`src/rtl/irq_route_pkg.sv`:
```
// Package: irq_route_pkg
// Purpose : constants and constant functions shared by the routing fabric.
// Assumes : the sparse direct table is fixed at design time. A source with
//           no processor destination returns -1.
package irq_route_pkg;

    localparam int MASK_MAX = 64;

    // Destination processor input for a lower board line, -1 if unmapped.
    function automatic int direct_dst(input int src);
        case (src)
            4:       return 1;
            5:       return 2;
            10:      return 6;
            12:      return 4;
            13:      return 5;
            17:      return 14;
            18:      return 15;
            19:      return 0;
            20:      return 7;
            21:      return 8;
            28:      return 9;
            29:      return 3;
            default: return -1;
        endcase
    endfunction

    // Set of processor inputs that at least one source can reach.
    function automatic logic [MASK_MAX-1:0] driven_mask(
        input int n_direct, input int fb_base, input int n_sec, input int n_proc);
        logic [MASK_MAX-1:0] m;
        m = '0;
        for (int i = 0; i < n_direct; i++) begin
            if (direct_dst(i) >= 0 && direct_dst(i) < n_proc) m[direct_dst(i)] = 1'b1;
        end
        for (int n = 0; n < n_sec; n++) begin
            if (fb_base + n < n_proc) m[fb_base + n] = 1'b1;
        end
        return m;
    endfunction

endpackage

```
`src/rtl/irq_fanout.sv`:
```
// Module : irq_fanout
// Purpose: copies the board vector onto every secondary controller port.
// Assumes: ports are packed side by side, port n at bits [n*W +: W].
module irq_fanout #(
    parameter int W     = 64,
    parameter int PORTS = 4
) (
    input  logic [W-1:0]       lines_in,
    output logic [PORTS*W-1:0] ports_out
);
    // One replica per port, same bit index.
    for (genvar n = 0; n < PORTS; n++) begin : g_port
        assign ports_out[n*W +: W] = lines_in;
    end
endmodule

```
`src/rtl/irq_direct_map.sv`:
```
// Module : irq_direct_map
// Purpose: applies the fixed sparse lookup from lower board lines to the
//          processor vector; unreached outputs are low.
// Assumes: only the first N_DIRECT inputs take part; collisions are ORed.
module irq_direct_map #(
    parameter int N_DIRECT = 32,
    parameter int N_PROC   = 32
) (
    input  logic [N_DIRECT-1:0] lower_in,
    output logic [N_PROC-1:0]   mapped_out
);
    import irq_route_pkg::*;

    // Walk the table and OR each mapped source into its destination.
    always_comb begin
        mapped_out = '0;
        for (int i = 0; i < N_DIRECT; i++) begin
            if (direct_dst(i) >= 0 && direct_dst(i) < N_PROC)
                mapped_out[direct_dst(i)] = mapped_out[direct_dst(i)] | lower_in[i];
        end
    end
endmodule

```
`src/rtl/irq_fb_merge.sv`:
```
// Module : irq_fb_merge
// Purpose: ORs the secondary controller outputs into their reserved slots
//          of the processor vector, on top of the direct map result.
// Assumes: FB_BASE + N_SEC <= N_PROC.
module irq_fb_merge #(
    parameter int N_PROC  = 32,
    parameter int N_SEC   = 4,
    parameter int FB_BASE = 10
) (
    input  logic [N_PROC-1:0] direct_in,
    input  logic [N_SEC-1:0]  fb_in,
    output logic [N_PROC-1:0] merged_out
);
    logic [N_PROC-1:0] fb_placed;

    // Place controller n on slot FB_BASE+n; other slots get nothing.
    for (genvar p = 0; p < N_PROC; p++) begin : g_slot
        if (p >= FB_BASE && p < FB_BASE + N_SEC) begin : g_fb
            assign fb_placed[p] = fb_in[p - FB_BASE];
        end else begin : g_none
            assign fb_placed[p] = 1'b0;
        end
    end

    // Union of both source kinds.
    assign merged_out = direct_in | fb_placed;
endmodule

```
`src/rtl/irq_out_stage.sv`:
```
// Module : irq_out_stage
// Purpose: optional single register on the whole output bundle, so every
//          path sees the same latency (0 or 1 cycle).
// Assumes: synchronous active-low reset clears the register.
module irq_out_stage #(
    parameter int W   = 288,
    parameter bit REG = 1'b1
) (
    input  logic         clk,
    input  logic         rst_n,
    input  logic [W-1:0] d,
    output logic [W-1:0] q
);
    if (REG) begin : g_reg
        logic primed;
        logic rst_seen;

        // Capture the bundle each cycle, clear in reset.
        always_ff @(posedge clk) begin
            if (!rst_n) q <= '0;
            else        q <= d;
        end

        // Track reset history for the checks below.
        always_ff @(posedge clk) begin
            if (!rst_n) primed <= 1'b0;
            else        primed <= 1'b1;
            rst_seen <= !rst_n;
        end

        AST_ONE_CYCLE: assert property (@(posedge clk) disable iff (!rst_n)
            primed |-> (q == $past(d)));

        // Output must read zero right after a reset edge.
        always_comb begin
            if (rst_seen == 1'b1) begin
                AST_RESET_CLEAR: assert (q == '0);
            end
        end
    end else begin : g_comb
        assign q = d;
    end
endmodule

```
`src/rtl/irq_route_fabric.sv`:
```
// Module : irq_route_fabric
// Purpose: top of the board interrupt router. Fans all board lines out to
//          the secondary controllers, maps selected lower lines to the
//          processor vector, and merges controller feedback into fixed slots.
// Assumes: level-sensitive lines throughout; REG_OUT adds one aligned cycle.
module irq_route_fabric #(
    parameter int N_BOARD  = 64,
    parameter int N_SEC    = 4,
    parameter int N_PROC   = 32,
    parameter int N_DIRECT = 32,
    parameter int FB_BASE  = 10,
    parameter bit REG_OUT  = 1'b1
) (
    input  logic                     clk,
    input  logic                     rst_n,
    input  logic [N_BOARD-1:0]       board_irq,
    input  logic [N_SEC-1:0]         sec_irq_in,
    output logic [N_SEC*N_BOARD-1:0] sec_port_irq,
    output logic [N_PROC-1:0]        proc_irq
);
    import irq_route_pkg::*;

    localparam int SEC_W = N_SEC * N_BOARD;
    localparam int ALL_W = SEC_W + N_PROC;
    localparam logic [MASK_MAX-1:0] DRIVEN_FULL =
        driven_mask(N_DIRECT, FB_BASE, N_SEC, N_PROC);
    localparam logic [N_PROC-1:0] DRIVEN = DRIVEN_FULL[N_PROC-1:0];

    logic [SEC_W-1:0]  sec_comb;
    logic [N_PROC-1:0] direct_comb;
    logic [N_PROC-1:0] proc_comb;
    logic [ALL_W-1:0]  bundle_q;

    irq_fanout #(.W(N_BOARD), .PORTS(N_SEC)) u_fanout (
        .lines_in  (board_irq),
        .ports_out (sec_comb)
    );

    irq_direct_map #(.N_DIRECT(N_DIRECT), .N_PROC(N_PROC)) u_map (
        .lower_in   (board_irq[N_DIRECT-1:0]),
        .mapped_out (direct_comb)
    );

    irq_fb_merge #(.N_PROC(N_PROC), .N_SEC(N_SEC), .FB_BASE(FB_BASE)) u_merge (
        .direct_in  (direct_comb),
        .fb_in      (sec_irq_in),
        .merged_out (proc_comb)
    );

    irq_out_stage #(.W(ALL_W), .REG(REG_OUT)) u_out (
        .clk   (clk),
        .rst_n (rst_n),
        .d     ({sec_comb, proc_comb}),
        .q     (bundle_q)
    );

    // Split the aligned bundle back into the two output groups.
    assign sec_port_irq = bundle_q[ALL_W-1:N_PROC];
    assign proc_irq     = bundle_q[N_PROC-1:0];

    // A processor input that no source reaches never rises.
    AST_UNDRIVEN_LOW: assert property (@(posedge clk) disable iff (!rst_n)
        (proc_comb & ~DRIVEN) == '0);

    // Every mapped board line raises its destination.
    for (genvar i = 0; i < N_DIRECT; i++) begin : g_chk_map
        localparam int DST = direct_dst(i);
        if (DST >= 0 && DST < N_PROC) begin : g_on
            AST_MAP_ROUTE: assert property (@(posedge clk) disable iff (!rst_n)
                board_irq[i] |-> proc_comb[DST]);
        end
    end

    // Every controller output raises its reserved slot.
    for (genvar n = 0; n < N_SEC; n++) begin : g_chk_fb
        AST_FB_ROUTE: assert property (@(posedge clk) disable iff (!rst_n)
            sec_irq_in[n] |-> proc_comb[FB_BASE + n]);
        AST_FANOUT_COPY: assert property (@(posedge clk) disable iff (!rst_n)
            sec_comb[n*N_BOARD +: N_BOARD] == board_irq);
    end
endmodule

```
`config.mk`:
```
export PLATFORM = sky130hd
export DESIGN_NAME = irq_route_fabric
export DESIGN_NICKNAME = d
export VERILOG_FILES = /design/src/rtl/irq_route_pkg.sv /design/src/rtl/irq_fanout.sv /design/src/rtl/irq_direct_map.sv /design/src/rtl/irq_fb_merge.sv /design/src/rtl/irq_out_stage.sv /design/src/rtl/irq_route_fabric.sv
export SDC_FILE = /design/constraint.sdc
export NUM_CORES = 1
export LEC_CHECK = 0
export ABC_AREA = 1
export BUFFER_PORTS_ARGS = -buffer_cell sky130_fd_sc_hd__clkbuf_2
export CAP_MARGIN = 20
export CORE_AREA = 2 2 137 139
export CTS_CLUSTER_SIZE = 12
export DETAILED_ROUTE_END_ITERATION = 10
export DIE_AREA = 0 0 139 141
export PLACE_DENSITY = 0.5
export SYNTH_ARGS = -nofsm -noshare
export SYNTH_HDL_FRONTEND = slang
export SYNTH_SLANG_ARGS = --single-unit
```
`constraint.sdc`:
```
create_clock -name clk -period 2.1 [get_ports clk]
set_clock_uncertainty 0.1 [all_clocks]
set_input_delay 0.21 -clock clk [delete_from_list [all_inputs] [get_ports clk]]
set_output_delay 0.21 -clock clk [all_outputs]
set_load 0.01 [all_outputs]
```
# After elaboration in Yosys (flattened, before gate mapping)
# Index checks and enable logic that the tools add are counted.
[totals] register_bits=288 inputBits=70 out_inout_bits=288 wordCells=2
[op_classes] n_bitwise=1
[op_table] operator="OR 16 x 14 -> 16 bit" count=1

# Logic depth before layout (Yosys ltp)
# Gate-level depths: netlist of run 1.
[logic_depth] ltp_word=1 mapped_depth=5 ltp_nobuf=2

# Modules after synthesis
# Synthesis of run 1 repeated with hierarchy kept, for this count alone.
[hier_totals] cells_unflattened=1225 hier_area_um2=10664.0
[modules_own_cells] mod="irq_out_stage" instances=1 cells_per_inst=896 area_each_um2=8242.9 seq_area_each_um2=5765.5
[modules_own_cells] mod="irq_fanout" instances=1 cells_per_inst=256 area_each_um2=1921.8 seq_area_each_um2=0.0
[modules_own_cells] mod="irq_fb_merge" instances=1 cells_per_inst=40 area_each_um2=255.2 seq_area_each_um2=0.0
[modules_own_cells] mod="irq_direct_map" instances=1 cells_per_inst=33 area_each_um2=244.0 seq_area_each_um2=0.0

# Least setup slack after synthesis of run 1
# OpenSTA, ideal clock, no wires.
[synth_timing] path_kind="flip-flop to output port" from="register u_out.q[234] (netlist name)" to="output sec_port_irq[10]" arrival_time_ns=0.552 t_required_ns=1.790 setup_slack_ns=1.238 path_stages_with_launch=2 n_path_buf=1 path_cell_list="dfxtp_1 -> buf_4"
[synth_lines] item="end: declaration" line_no="irq_route_fabric.sv:18" source="output logic [N_SEC*N_BOARD-1:0] sec_port_irq,"

# Final worst setup path of run 1
[layout_timing] from="register u_out.q[271]" to="output sec_port_irq[239]"
[layout_lines] item="start: declaration" line_no="irq_out_stage.sv:12" source="output logic [W-1:0] q"
[layout_lines] item="start signal: assignment" line_no="irq_out_stage.sv:20" source="if (!rst_n) q <= '0;"
[layout_lines] item="start signal: assignment" line_no="irq_out_stage.sv:21" source="else q <= d;"
# No word-level cell between the ends.

==> impl_metrics.toml, run 1 <==
[yosys]
syn-cell-area_sq_um = 3630
synthTopCellsByCount = "220 x buf_4, 68 x dfxtp_1, 58 x inv_1, 58 x nand2_1"
yosys.area.top_type = "buf_4"
synthFlopType = "dfxtp_1"
syn_area_per_cell_sq_um = 8.38
synthCells = 433
ys_ff_latch = 68
async_flop_share_pct = 0
synth_edf_count = 0
yosysMostFrequentCell = "buf_4"
seq_area_frac_synth_pct = 37.5
synth_top_area_share_pct = 45.5
ys_types = 11
yosys-top-cells-area = "buf_4 46%, dfxtp_1 38%, inv_1 6.0%"
ys_warn_count = 0

[power_and_ir_drop]
p_total_mw = 3.73
power.leakage_nw = 3.21
clock_power_share_pct = 43.7
switching_share_pct = 26.0
pwr-share-comb_pct = 17.6
power_density_nw_per_um2 = 749
p_sw_uw = 971
intPower_mw = 2.76
peakVddDrop_mv = 0.364
power_frac_seq_pct = 38.7

[finish]
antenna_cells = 0
fin_area_sq_um = 4980
regMostFlops = "u_out.q"
fin_util_pct = 27.2
nets = 711
drive_gt1_share_pct = 58.2
largestRegisters = "u_out.q (68)"
largest_reg_flops = 68
syn_to_final_growth_pct = 37.1

[critical_path]
crit_type = "register to output port"
cp-start-kind = "register"
crit_buf_inv = 1
cp_top_family = "flip-flops"
crit_fanout = 4
setup.worst_path.end_class = "output port"
required_ns = 1.79
arrival_ns = 0.96
cpPeakStageDelay_ns = 0.45
slowest_stage = "dfxtp_1"
crit_chain = "clkbuf_2"

[timing]
hold_violations = 0
slew_viol_final = 0
setup_viol = 0
period_minus_slack_ns = 1.27
max_freq_ghz = 0.788
min_period_over_period_pct = 60.4
rsz0062_at_grt = "no"
fin_setup_tns_ns = 0

[place]
dp_hpwl_microns = 6370
portBuffers = 341
place_area_sq_um = 3980
place.gp.congestion = 0.679

[routing]
dr_wl_met2_microns = 4580
drtPass1Iterations = 4
route.layer.met1.wl_microns = 3090
vias = 2870
wl_met3_microns = 788
ant_nets = 0
wl_per_cell_microns = 9.75
wirelength_microns = 8580
vias_per_cell = 3.26
drc = 0
highest_layer = "met4"
first_iter_violations = 51

[min_path]
min_path_type = "primary input to register"

[die]
dieArea_sq_um = 19600
core.rowCount = 50
boundaryPins = 358
die_w_microns = 139
core-area_sq_um = 18300
die_height_microns = 141
initial_core_util_pct = 19.9

[clocking]
cts_resized = 0
cts-root-buf = "clkbuf_16"
numCtsBuffers = 9
cts_hold_buf = 68
cts_num_sinks = 68
clk_pin_slew_worst_paths_ns = 0.06
cts_setup_buffers = 0
cts.htree.levels = 3
cts_tree = "done"
clk_path_buf_depth = 2

[outcome]
status = "finished, final reports clean"

[flow_run]
drv_cap = 0

[global_routing]
grt_max_degree = 69
antenna_found_initial = 0
first_global_vias = 2328
grt_first_pass_wirelength_microns = 11700
grt-ovfl-total = 0
grt.total_usage_pct = 7.94
-- cells by family after synthesis --
family / share of synthesized area, %
flip-flops: 37.5
buffers and inverters: 54.7
other: 0.103
AND/OR/NAND/NOR: 7.72
-- metrics by stage --
| step | std cells | setup WS, ns | hold slack (ns) |
|---|---|---|---|
| 6_report | 880 | 0.832 | 0.252 |
| 5_1_grt | 880 | 0.743 | 0.259 |
| 4_1_cts | 880 | 0.776 | 0.237 |
| 3_5_place_dp | 796 | 1.13 | 0.294 |
| 3_3_place_gp | 796 | 1.15 | 0.291 |
| 2_1_floorplan | 448 | 1.24 | 0.203 |
-- power by group through the flow --
stage	combinational, mW	clock, mW	sequential, mW
final	0.657	1.63	1.44
after global routing	0.710	1.77	1.45
after CTS	0.664	1.73	1.44
after detailed placement	0.563	0	1.47
after global placement	0.560	0	1.47
after floorplan	0.503	0	1.48
-- layout by cell type (no fill, tap or decap) --
cell           netlist  routed
clkbuf_2             0     341
dlygate4sd3_1        0      68
dfxtp_1             68      68
nand2_1             58      58
inv_1               58      58
conb_1               1      16
nand2_2             10      10
inv_2               10      10
clkbuf_16            0       9
clkbuf_1             0       2
bufinv_16            0       2
clkinvlp_4           0       1
clkinv_2             0       1
clkbuf_8             0       1
buf_12               1       1
-- routing by layer --
metal | vias up | track usage, %
li1 | 1411 | -
met1 | 1251 | 7.64
met2 | 199 | 15.0
met3 | 9 | 2.96
met4 | 0 | 3.67
met5 | - | 0
-- final cells by class --
cell class / instances / area [sq um]
Fill cell: 1971 / 13300
Clock buffer: 12 / 246
Tap cell: 234 / 293
Sequential cell: 68 / 1360
Clock inverter: 4 / 72.6
Timing Repair Buffer: 410 / 2410
Multi-Input combinational cell: 84 / 340
Inverter: 68 / 255
-- worst paths after layout --
kind    startpoint                end  slack (ns)  depth (start not counted)
min          rst_n       u_out.q[222]        0.25                          4
max   u_out.q[271]  sec_port_irq[239]        0.83                          1
Power figures use the tool's default switching activity.
==> inputs of run 2 (changes only) <==
Settings changed: ABC_AREA 1 to 0, CORE_AREA 2 2 137 139 to 2 2 140 142, DIE_AREA 0 0 139 141 to 0 0 142 144, PLACE_DENSITY 0.5 to 0.48.
Clock period 2.1 ns to 1.2 ns, I/O delays scaled along.
==> impl_metrics.toml, run 2 <==
[yosys]
synth_adder_area_share_pct = 0
yosys-top-cells-area = "buf_4 47%, dfxtp_1 39%, and2_1 8.3%"
syn_area_per_cell_sq_um = 9.68
yosys.area.top_type = "buf_4"
async_flop_share_pct = 0
seq_area_frac_synth_pct = 38.7
synth-simple-area-share_pct = 12.8
synthTopCellsByCount = "220 x buf_4, 68 x dfxtp_1, 47 x and2_1"
synth_top_area_share_pct = 46.9
synthCells = 364
synth_xor_area_share_pct = 0
synth_edf_count = 0
ys_warn_count = 0
synth_mux_area_share_pct = 0
syn-cell-area_sq_um = 3520
ys_types = 7
yosysMostFrequentCell = "buf_4"
synth_compound_area_share_pct = 0
synthFlopType = "dfxtp_1"
synth_top_family_by_area = "buffers and inverters"
ys_ff_latch = 68

[power_and_ir_drop]
peakVddDrop_mv = 0.546
power_density_nw_per_um2 = 1290
p_total_mw = 6.26
power.leakage_nw = 2.73

[die]
boundaryPins = 358
die_height_microns = 144
die_w_microns = 142
core.rowCount = 51
core-area_sq_um = 19100
dieArea_sq_um = 20400
initial_core_util_pct = 18.5

[finish]
syn_to_final_growth_pct = 38.2
nets = 643
largest_reg_flops = 68
regMostFlops = "u_out.q"
layout_commonest_cell = "clkbuf_2"
antenna_cells = 0
instances_no_fill = 815
largestRegisters = "u_out.q (68)"
final_cell_mix = "341 x clkbuf_2, 68 x dlygate4sd3_1, 65 x dfxtp_1"
drive_gt1_share_pct = 65.5

[critical_path]
setup.worst_path.end_class = "output port"
cp_top_family = "flip-flops"
crit_buf_inv = 1
required_ns = 0.98
crit_chain = "clkbuf_2"
arrival_ns = 0.92
crit_type = "register to output port"
slowest_stage = "dfxtp_1"
crit_fanout = 4
cpPeakStageDelay_ns = 0.41
cp-start-kind = "register"

[clocking]
cts.htree.levels = 3
cts_num_sinks = 68
clk_path_buf_depth = 2
numCtsBuffers = 9
cts_setup_buffers = 0
cts_tree = "done"
cts-root-buf = "clkbuf_16"
clk_pin_slew_worst_paths_ns = 0.06

[place]
portBuffers = 341
place_inst = 732
dp_hpwl_microns = 5960
place.gp.congestion = 0.659

[global_routing]
grt-ovfl-total = 0
first_global_vias = 2195
grt_first_pass_wirelength_microns = 11100
grt.total_usage_pct = 7.33
antenna_found_initial = 0
grt_max_degree = 69

[routing]
wl_per_cell_microns = 10.2
drtPass1Iterations = 4
highest_layer = "met4"
vias = 2611
vias_per_cell = 3.20
wl_met3_microns = 689
wirelength_microns = 8300
ant_nets = 0
dr_wl_met2_microns = 4500
drc = 0
route.layer.met1.wl_microns = 2970
first_iter_violations = 29

[timing]
min_period_over_period_pct = 94.8
rsz0062_at_grt = "no"
setup_viol = 0
slew_viol_final = 0
hold_violations = 0
max_freq_ghz = 0.879
fin_setup_tns_ns = 0
period_minus_slack_ns = 1.14

[outcome]
status = "finished, final reports clean"

[min_path]
min_delay_worst_endpoint = "u_out.q[234]"
min_path_type = "primary input to register"
min_path_cells = 3
hp-start = "rst_n"

[flow_run]
drv_cap = 0
[run 2: cell types whose count changed after synthesis]
cell      delta
buf_12       -1
and2_1      +47
buf_2        -4
buf_8        -1
nand2_1     -58
inv_1       -58
clkbuf_2     +4
and2_2      +21
buf_6        +1
inv_2       -10
nand2_2     -10
[run 2: where the power goes]
part	internal, mW	switching, mW
Clock	1.65	0.964
Combinational	0.589	0.533
Sequential	2.38	0.133
Total	4.63	1.63
[run 2: area by class of cell]
cell class,instances,area (sq um)
Clock inverter,2,35.0
Multi-Input combinational cell,84,512
Fill cell,2020,14200
Sequential cell,68,1370
Timing Repair Buffer,410,2410
Tap cell,238,298
Clock buffer,13,250
[run 2: per-layer routing]
metal  track usage, %  vias up
met5                0        -
li1                 -     1275
met1             7.06     1139
met2             13.7      186
met4             3.47        0
met3             2.88       11
[run 2: stage by stage]
stage,hold WS (ns),setup WS [ns],cell area (sq um),util [%]
global route,0.186,0.00141,4870,25.5
global placement,0.226,0.346,3900,20.4
finish,0.171,0.0626,4870,25.5
CTS,0.168,0.0312,4860,25.5
detailed placement,0.228,0.341,3900,20.4
floorplan,0.147,0.428,3580,-
[run 2: what timing repair did]
action	4_1_cts	5_1_grt
endpoints found under the hold margin	68	0
setup endpoints to repair	0	11
hold buffers	68	0
gates resized for setup	0	3
[run 2: cells by family after synthesis]
kind of cell,Yosys count
buffers and inverters,227
flip-flops,68
other,1
AND/OR/NAND/NOR,68
[run 2: how the worst max path moves through the flow]
stage | from | depth (start not counted) | end | slack [ns]
after global routing | u_out.q[236] | 1 | sec_port_irq[204] | 0.001
after floorplan | u_out.q[234] | 1 | sec_port_irq[10] | 0.43
after global placement | rst_n | 3 | u_out.q[268] | 0.35
after CTS | u_out.q[255] | 1 | sec_port_irq[159] | 0.03
after detailed placement | rst_n | 3 | u_out.q[268] | 0.34
final | u_out.q[232] | 1 | sec_port_irq[136] | 0.06
==> inputs of run 3 (changes only) <==
Settings changed: CORE_AREA 2 2 140 142 to default, CORE_UTILIZATION from default to 52, DIE_AREA 0 0 142 144 to default, HOLD_SLACK_MARGIN from default to 0.02, PLACE_DENSITY 0.48 to 0.83, SYNTH_HIERARCHICAL from default to 1.
==> impl_metrics.toml, run 3 <==
[outcome]
status = "finished with violations"
violations = "setup timing"

[critical_path]
crit_chain = "buf_2"
crit_fanout = 1
arrival_ns = 0.99
setup.worst_path.end_class = "output port"
cp-start-kind = "register"
slowest_stage = "dfxtp_1"
crit_buf_inv = 1
crit_type = "register to output port"
cpPeakStageDelay_ns = 0.33
required_ns = 0.98
cp_top_family = "flip-flops"

[yosys]
yosys-top-cells-area = "dfxtp_1 57%, buf_4 23%, and2_1 18%"
async_flop_share_pct = 0
syn-cell-area_sq_um = 10100
seq_area_frac_synth_pct = 57.0
synth_top_area_share_pct = 57.0
ys_warn_count = 6
syn_area_per_cell_sq_um = 10.9
ys_ff_latch = 288
synthFlopType = "dfxtp_1"
synthCells = 928
synthTopCellsByCount = "316 x buf_4, 288 x and2_1, 288 x dfxtp_1"
synth_edf_count = 0
yosys.area.top_type = "dfxtp_1"
ys_types = 8
yosysMostFrequentCell = "buf_4"

[clocking]
cts_setup_buffers = 0
clk_pin_slew_worst_paths_ns = 0.06
clk_path_buf_depth = 3
cts_tree = "done"
cts_num_sinks = 288
numCtsBuffers = 28
cts-root-buf = "clkbuf_16"
cts.htree.levels = 1

[routing]
ant_nets = 0
vias = 5655
first_iter_violations = 161
drc = 0
wl_per_cell_microns = 16.7
drtPass1Iterations = 4
vias_per_cell = 4.26
wirelength_microns = 22200

[power_and_ir_drop]
power_density_nw_per_um2 = 1620
peakVddDrop_mv = 1.31
power.leakage_nw = 5.85

[timing]
setup_viol = 5
slew_viol_final = 0
rsz0062_at_grt = "yes"
fin_setup_tns_ns = -0.0190
hold_violations = 0
max_freq_ghz = 0.827
setup_ws_ns = -0.00985
min_period_over_period_pct = 101
period_minus_slack_ns = 1.21

[die]
die_height_microns = 142
core-area_sq_um = 18900
die_w_microns = 142
boundaryPins = 358
core.rowCount = 50
dieArea_sq_um = 20000
initial_core_util_pct = 53.6

[finish]
largestRegisters = "u_out/q (288)"
drive_gt1_share_pct = 50.9
largest_reg_flops = 288
nets = 1131
n_fill_cell = 1247
syn_to_final_growth_pct = 23.5
fin_util_pct = 66.2
final_cell_mix = "288 x and2_1, 150 x buf_6, 149 x dfxtp_2"
layout_commonest_cell = "and2_1"
regMostFlops = "u_out/q"

[global_routing]
grt-ovfl-total = 0
antenna_found_initial = 1
first_global_vias = 5432
grt_max_degree = 102
grt.total_usage_pct = 17.4
grt_first_pass_wirelength_microns = 27300

[place]
dpl_worst_slack_ns = 0.182
place.gp.congestion = 0.718
portBuffers = 357
dp_hpwl_microns = 11300

[min_path]
min_path_type = "primary input to register"

[flow_run]
drv_cap = 0
==> run 3: cell count changes after synthesis <==
cell / change
dfxtp_1: +220
buf_6: -3
clkbuf_2: +19
and2_2: -21
and2_1: +241
buf_2: +6
buf_4: +96
or2_1: +4
clkbuf_1: +2
==> run 3: timing repair <==
action,CTS,global route
resized for setup,44,523
gates cloned,0,0
setup endpoints to repair,78,255
pin swaps,0,0
endpoints found under the hold margin,272,0
hold buffers,69,0
==> run 3: final timing paths <==
kind	startpoint	end	slack, ns	cells after the start
worst min-delay path	board_irq[7]	u_out/q[167]	0.27	3
worst max-delay path	u_out/q[279]	sec_port_irq[247]	-0.01	1
==> run 3: layout make-up <==
type                    instances  area, sq um  share of cell area (%)
repair buffers                431         3530                    28.3
multi-input cells             312         1900                    15.2
clock buffers                  33          751                    6.01
diodes                          1         2.50                  0.0200
well taps                     260          325                    2.60
flip-flops and latches        288         5950                    47.6
clock inverters                 2         35.0                   0.280
==> run 3: layer usage <==
| metal | part of all wire (%) | vias up | global-route usage [%] |
|---|---|---|---|
| met5 | 0 | - | 0 |
| met4 | 2.6 | 0 | 6.68 |
| li1 | - | 2703 | - |
| met2 | 53 | 274 | 33.0 |
| met3 | 9.6 | 50 | 6.51 |
| met1 | 35 | 2628 | 17.0 |
==> run 3: where the power goes <==
group	switching [mW]	total (mW)	internal (mW)
sequential	0.211	10.3	10.1
clock	3.33	7.88	4.55
combinational	0.931	2.07	1.14
==> run 3: through the flow <==
| stage | hold slack (ns) | std cells | power (mW) | cell area (sq um) |
|---|---|---|---|---|
| after floorplan | 0.220 | 947 | 11.8 | 10200 |
| after global placement | 0.259 | 1222 | 11.9 | 9840 |
| after detailed placement | 0.263 | 1222 | 11.9 | 9840 |
| after CTS | 0.261 | 1326 | 19.8 | 11400 |
| after global routing | 0.283 | 1327 | 21.0 | 12500 |
| final | 0.274 | 1327 | 20.3 | 12500 |
==> run 3: cells by family (layout without fill, tap and decap cells) <==
logic type	Yosys count	in the layout	share of synthesized area [%]
flops	288	288	57.0
other cells	1	21	0.0371
buf+inv	347	466	24.9
simple gates	292	292	18.0
